--- src/rtl/cmdreg_pkg.sv ---
package cmdreg_pkg;

    // Default width of the gated address/command bank.
    parameter int GATED_W = 11;

    // Number of ungated strobes: chip select, clock enable, termination.
    parameter int STROBE_W = 3;

    // Decision taken by the gate controller at the most recent edge.
    typedef enum logic [1:0] {
        GS_IDLE = 2'd0,
        GS_LOAD = 2'd1,
        GS_HOLD = 2'd2
    } gate_state_e;

endpackage

--- src/rtl/cmdreg_gate_ctrl.sv ---
module cmdreg_gate_ctrl
    import cmdreg_pkg::*;
(
    input  logic        clk,
    input  logic        rst_n,
    input  logic        sel_n,
    input  logic        gate_en,
    output logic        load_en,
    output gate_state_e state_q
);

    gate_state_e state_d;

    // State register.
    always_ff @(posedge clk or negedge rst_n) begin
        if (!rst_n) begin
            state_q <= GS_IDLE;
        end else begin
            state_q <= state_d;
        end
    end

    // Next-state and output logic.
    always_comb begin
        load_en = (!sel_n) || (!gate_en);
        unique case (state_q)
            GS_IDLE, GS_LOAD, GS_HOLD: state_d = load_en ? GS_LOAD : GS_HOLD;
            default:                   state_d = GS_IDLE;
        endcase
    end


    sel_load_chk: assert property (@(posedge clk) disable iff (!rst_n)
        (!sel_n) |=> (state_q == GS_LOAD));


    hold_state_chk: assert property (@(posedge clk) disable iff (!rst_n)
        (sel_n && gate_en) |=> (state_q == GS_HOLD));

endmodule

--- src/rtl/cmdreg_dual_copy.sv ---
module cmdreg_dual_copy #(
    parameter int W = 1
) (
    input  logic         clk,
    input  logic         rst_n,
    input  logic         en,
    input  logic [W-1:0] d,
    output logic [W-1:0] q_a,
    output logic [W-1:0] q_b
);

    // Each bit has two separate flops, one per output copy.
    for (genvar i = 0; i < W; i++) begin : g_bit
        always_ff @(posedge clk or negedge rst_n) begin
            if (!rst_n) begin
                q_a[i] <= 1'b0;
            end else if (en) begin
                q_a[i] <= d[i];
            end
        end

        always_ff @(posedge clk or negedge rst_n) begin
            if (!rst_n) begin
                q_b[i] <= 1'b0;
            end else if (en) begin
                q_b[i] <= d[i];
            end
        end
    end


    copy_match_chk: assert property (@(posedge clk) disable iff (!rst_n)
        1'b1 |=> (q_a == q_b));

endmodule

--- src/rtl/cs_gated_cmd_reg.sv ---
module cs_gated_cmd_reg
    import cmdreg_pkg::*;
#(
    parameter int DW = cmdreg_pkg::GATED_W
) (
    input  logic          clk,
    input  logic          rst_n,
    input  logic          gate_en,
    input  logic          sel_n,
    input  logic [DW-1:0] data_in,
    input  logic          cke_in,
    input  logic          odt_in,
    output logic [DW-1:0] data_a,
    output logic [DW-1:0] data_b,
    output logic          sel_n_a,
    output logic          sel_n_b,
    output logic          cke_a,
    output logic          cke_b,
    output logic          odt_a,
    output logic          odt_b
);

    localparam int SW = cmdreg_pkg::STROBE_W;

    logic        load_en;
    gate_state_e gate_state;
    logic [SW-1:0] strobe_d;
    logic [SW-1:0] strobe_a;
    logic [SW-1:0] strobe_b;

    cmdreg_gate_ctrl u_ctrl (
        .clk     (clk),
        .rst_n   (rst_n),
        .sel_n   (sel_n),
        .gate_en (gate_en),
        .load_en (load_en),
        .state_q (gate_state)
    );

    // Gated address/command bank.
    cmdreg_dual_copy #(.W(DW)) u_gated (
        .clk   (clk),
        .rst_n (rst_n),
        .en    (load_en),
        .d     (data_in),
        .q_a   (data_a),
        .q_b   (data_b)
    );

    // Ungated strobes, loaded on every edge.
    assign strobe_d = {sel_n, cke_in, odt_in};

    cmdreg_dual_copy #(.W(SW)) u_strobe (
        .clk   (clk),
        .rst_n (rst_n),
        .en    (1'b1),
        .d     (strobe_d),
        .q_a   (strobe_a),
        .q_b   (strobe_b)
    );

    assign {sel_n_a, cke_a, odt_a} = strobe_a;
    assign {sel_n_b, cke_b, odt_b} = strobe_b;


    hold_keep_chk: assert property (@(posedge clk) disable iff (!rst_n)
        (gate_state == GS_HOLD) |-> $stable(data_a));


    sel_take_chk: assert property (@(posedge clk) disable iff (!rst_n)
        (!sel_n) |=> (data_a == $past(data_in)));


    gate_off_take_chk: assert property (@(posedge clk) disable iff (!rst_n)
        (!gate_en) |=> (data_b == $past(data_in)));


    strobe_take_chk: assert property (@(posedge clk) disable iff (!rst_n)
        1'b1 |=> (cke_a == $past(cke_in)) && (odt_b == $past(odt_in)));


    sel_copy_chk: assert property (@(posedge clk) disable iff (!rst_n)
        1'b1 |=> (sel_n_b == $past(sel_n)));


    always @(negedge clk) begin
        if (!rst_n) begin
            reset_low_chk: assert ((data_a == '0) && (data_b == '0) &&
                                   (strobe_a == '0) && (strobe_b == '0));
        end
    end

endmodule

--- config.mk ---
export PLATFORM = sky130hd
export DESIGN_NAME = cs_gated_cmd_reg
export DESIGN_NICKNAME = d
export VERILOG_FILES = /design/src/rtl/cmdreg_pkg.sv /design/src/rtl/cmdreg_gate_ctrl.sv /design/src/rtl/cmdreg_dual_copy.sv /design/src/rtl/cs_gated_cmd_reg.sv
export SDC_FILE = /design/constraint.sdc
export NUM_CORES = 1
export LEC_CHECK = 0
export CAP_MARGIN = 25
export CORE_ASPECT_RATIO = 0.9
export CORE_MARGIN = 8
export CORE_UTILIZATION = 33
export DETAILED_ROUTE_END_ITERATION = 8
export GPL_TIMING_DRIVEN = 1
export PLACE_DENSITY = 0.89
export RECOVER_POWER = 100
export SLEW_MARGIN = 30
export SYNTH_ARGS = -nofsm -noshare
export SYNTH_HDL_FRONTEND = slang
export SYNTH_SLANG_ARGS = --single-unit
--- constraint.sdc ---
create_clock -name clk -period 0.9 [get_ports clk]
set_input_delay 0.18 -clock clk [delete_from_list [all_inputs] [get_ports clk]]
set_output_delay 0.18 -clock clk [all_outputs]
set_load 0.005 [all_outputs]
==> flow_summary.ini, run 1 <==
[pwr]
p_per_area_mw_per_mm2 = 1385
p_comb_frac = 0.306
p_sw_frac = 0.2190
switching_power_w = 0.0003583
total_leakage_power_nw = 0.6053
p_seq_frac = 0.434
p_int_w = 0.001278
peakVddDrop_mv = 0.7223
power.share.clock = 0.260

[sta]
worst_pin_slew_ns = 0.3401
clock.fmax_mhz = 927.2
finalSetupViolCount = 35
finalWorstSetupSlack_ns = -0.1785
rsz0062_at_grt = true
finalMaxSlewViolations = 0
min_period_over_period = 1.198
fin_crit_ns = 1.078
max-slew-margin-rel = 0.7733
finalHoldViolations = 0
worst_clock_skew_ns = 0

[critical_path]
crit_family = flip-flops
cp.depth = 2
crit_path_start_kind = flop
cp.required_ns = 0.72
critical_path.most_common_cell = buf_6
worstSetupEndpointType = output pin
reg2reg_setup_slack_ns = -0.09
arrival_ns = 0.90
path_cells = buf_6, buf_6
critPathKind = flop to output pin
cp_max_fo = 2
cp_slowest_cell = dfrtp_1
cp_num_buf_inv = 2
worst-r2r-cell-count = 3
worstReg2RegEnd = u_gated.q_b[8]
rr_startpoint = u_gated.q_b[8]
critical_path.max_stage_delay_ns = 0.40

[finish]
fin_nets = 113
nFillCells = 145
area_growth_pct = 86.19
fin_cells = 120
antenna_cells = 0
drive_gt1_frac = 0.6842
final_common_cell = buf_6
layout_common_cells = buf_6, buf_2, dfrtp_1
post-route-util = 0.6357

[route]
drt_wl_total_mm = 1.737
ant_nets = 0
wl_per_cell_um = 14.48
drt-vias-per-instance = 4.008
drt_iter0_drc = 11
drt_first_pass_iters = 2
drc = 0
vias = 481

[clock_tree]
cts_tree = built
cts.path.max_buffers = 2
clockRootBuffer = clkbuf_4
cts_made_buffers = 3
cts_max_level = 1
clkTransAtPathRegs_ns = 0.08
clk_latency_ns = 0.26
numClockSinks = 14

[placement]
port_buffers = 44
placed_cells = 104
gp_congestion = 0.6378

[logic_synthesis]
ys_ff_latch = 14
ys_seq_area_frac = 0.5523
ys_warn_count = 0
syn_area_um2 = 634.4
synth_area_leaders = dfrtp_1, mux2_4, buf_4
syn_nets = 58
synth_cell_type_count = 6
synthCells = 41
synth_top_area_share = 0.5523
yosys.area.top_type = dfrtp_1
avgSynthCellArea_um2 = 15.47

[status]
violations = negative setup slack
status = finished with violations

[global_route]
use_met3 = 0.04492
grt_pass1_wl_mm = 2.842
grt_max_degree = 15
antenna_found_initial = 0
grt_usage = 0.09655
gr-usage-met1 = 0.1186
top_usage_layer = met2
grt_pass1_vias = 548
gr-total-overflow = 0
use_met2 = 0.1593

[die]
chipWidth_um = 62.22
io_pins = 45
initial_core_util = 0.3414
core_area_mm2 = 0.001858
core.rowCount = 15
die_area_mm2 = 0.003583
fp.dieH_um = 57.60

[min_path]
hold_path_end = u_strobe.q_a[2]
hold_path.class = primary input to flop
holdPathStages = 1
worstHoldStart = sel_n

[flow_run]
max-cap-violations = 0
synthesized netlist by cell type:
master	n
buf_4	14
nand2_2	1
mux2_4	10
mux2_2	1
dfrtp_1	14
buf_6	1
per-layer routing:
metal  vias to the layer above  routed length (µm)
met1                       227                 753
met4                         0                   0
met2                        27                 812
met3                         0                 171
met5                         -                   0
li1                        227                   -
sequential cells by signal, indices dropped and copies added, names as in the netlist:
signal	count
u_gated.q_a	5
u_gated.q_b	6
u_strobe.q_a	1
u_strobe.q_b	2
area by class of cell:
class | count | area [µm²] | share of cell area
multi-input cells | 12 | 167.7 | 0.1419
repair buffers | 65 | 595.6 | 0.5042
well taps | 25 | 31.28 | 0.02648
clock buffers | 4 | 36.28 | 0.03072
flip-flops and latches | 14 | 350.3 | 0.2966
power by group through the flow:
stage	combinational [W]	sequential [W]	clock (W)
5_1_grt	0.000534	0.000715	0.000474
3_3_place_gp	0.000433	0.000724	0
4_1_cts	0.000521	0.000708	0.000448
3_5_place_dp	0.000441	0.000727	0
6_report	0.000501	0.000709	0.000426
2_1_floorplan	0.000159	0.000727	0
cell families (layout without fill, tap and decap cells):
kind of cell,Yosys count,after routing,synth area share
buffers and inverters,15,69,0.1834
DFF,14,14,0.5523
muxes,11,11,0.2544
and+or+nand+nor,1,1,0.009868
worst register-to-register path, delay by kind of cell (launching register included):
family                 cells  cell delay (ns)
DFF                        1             0.40
buffers and inverters      2             0.23
muxes                      1             0.25
stage by stage:
stage                     instance area, µm²  setup TNS, ns  power (W)  setup WS, ns  hold WS (ns)
final                                   1181         -3.381   0.001636       -0.1785        0.1730
after floorplan                        634.4              0  0.0008863       0.07881       -0.1156
after detailed placement                1082         -8.533   0.001167       -0.4419        0.5242
after global routing                    1181         -4.572   0.001723       -0.2133        0.1737
after global placement                  1082         -8.170   0.001157       -0.4198        0.5155
after CTS                               1196         -3.592   0.001677       -0.1900        0.1662
worst max-delay path by stage:
stage | startpoint | endpoint | slack, ns
final | u_gated.q_b[8] | data_a[8] | -0.18
after CTS | u_gated.q_a[5] | data_b[5] | -0.19
after detailed placement | sel_n | u_gated.q_a[5] | -0.44
after global routing | u_gated.q_b[4] | data_a[4] | -0.21
after floorplan | sel_n | u_gated.q_a[10] | 0.08
after global placement | sel_n | u_gated.q_a[10] | -0.42
what timing repair did:
action                     CTS  global route
resized for setup          142             1
hold endpoints to repair     0             0
hold buffers                 0             0
buffers inserted            17             0
pin swaps                    1             0
setup endpoints to repair   39            37
Note: power is estimated with default switching activity, not from simulation.
==> run 2: changes to the inputs <==
Settings changed: CTS_BUF_LIST set to sky130_fd_sc_hd__clkbuf_4 sky130_fd_sc_hd__clkbuf_8 sky130_fd_sc_hd__clkbuf_16.
==> results of run 2 <==
No change in the layout: final DEF, timing and power equal those of run 1.
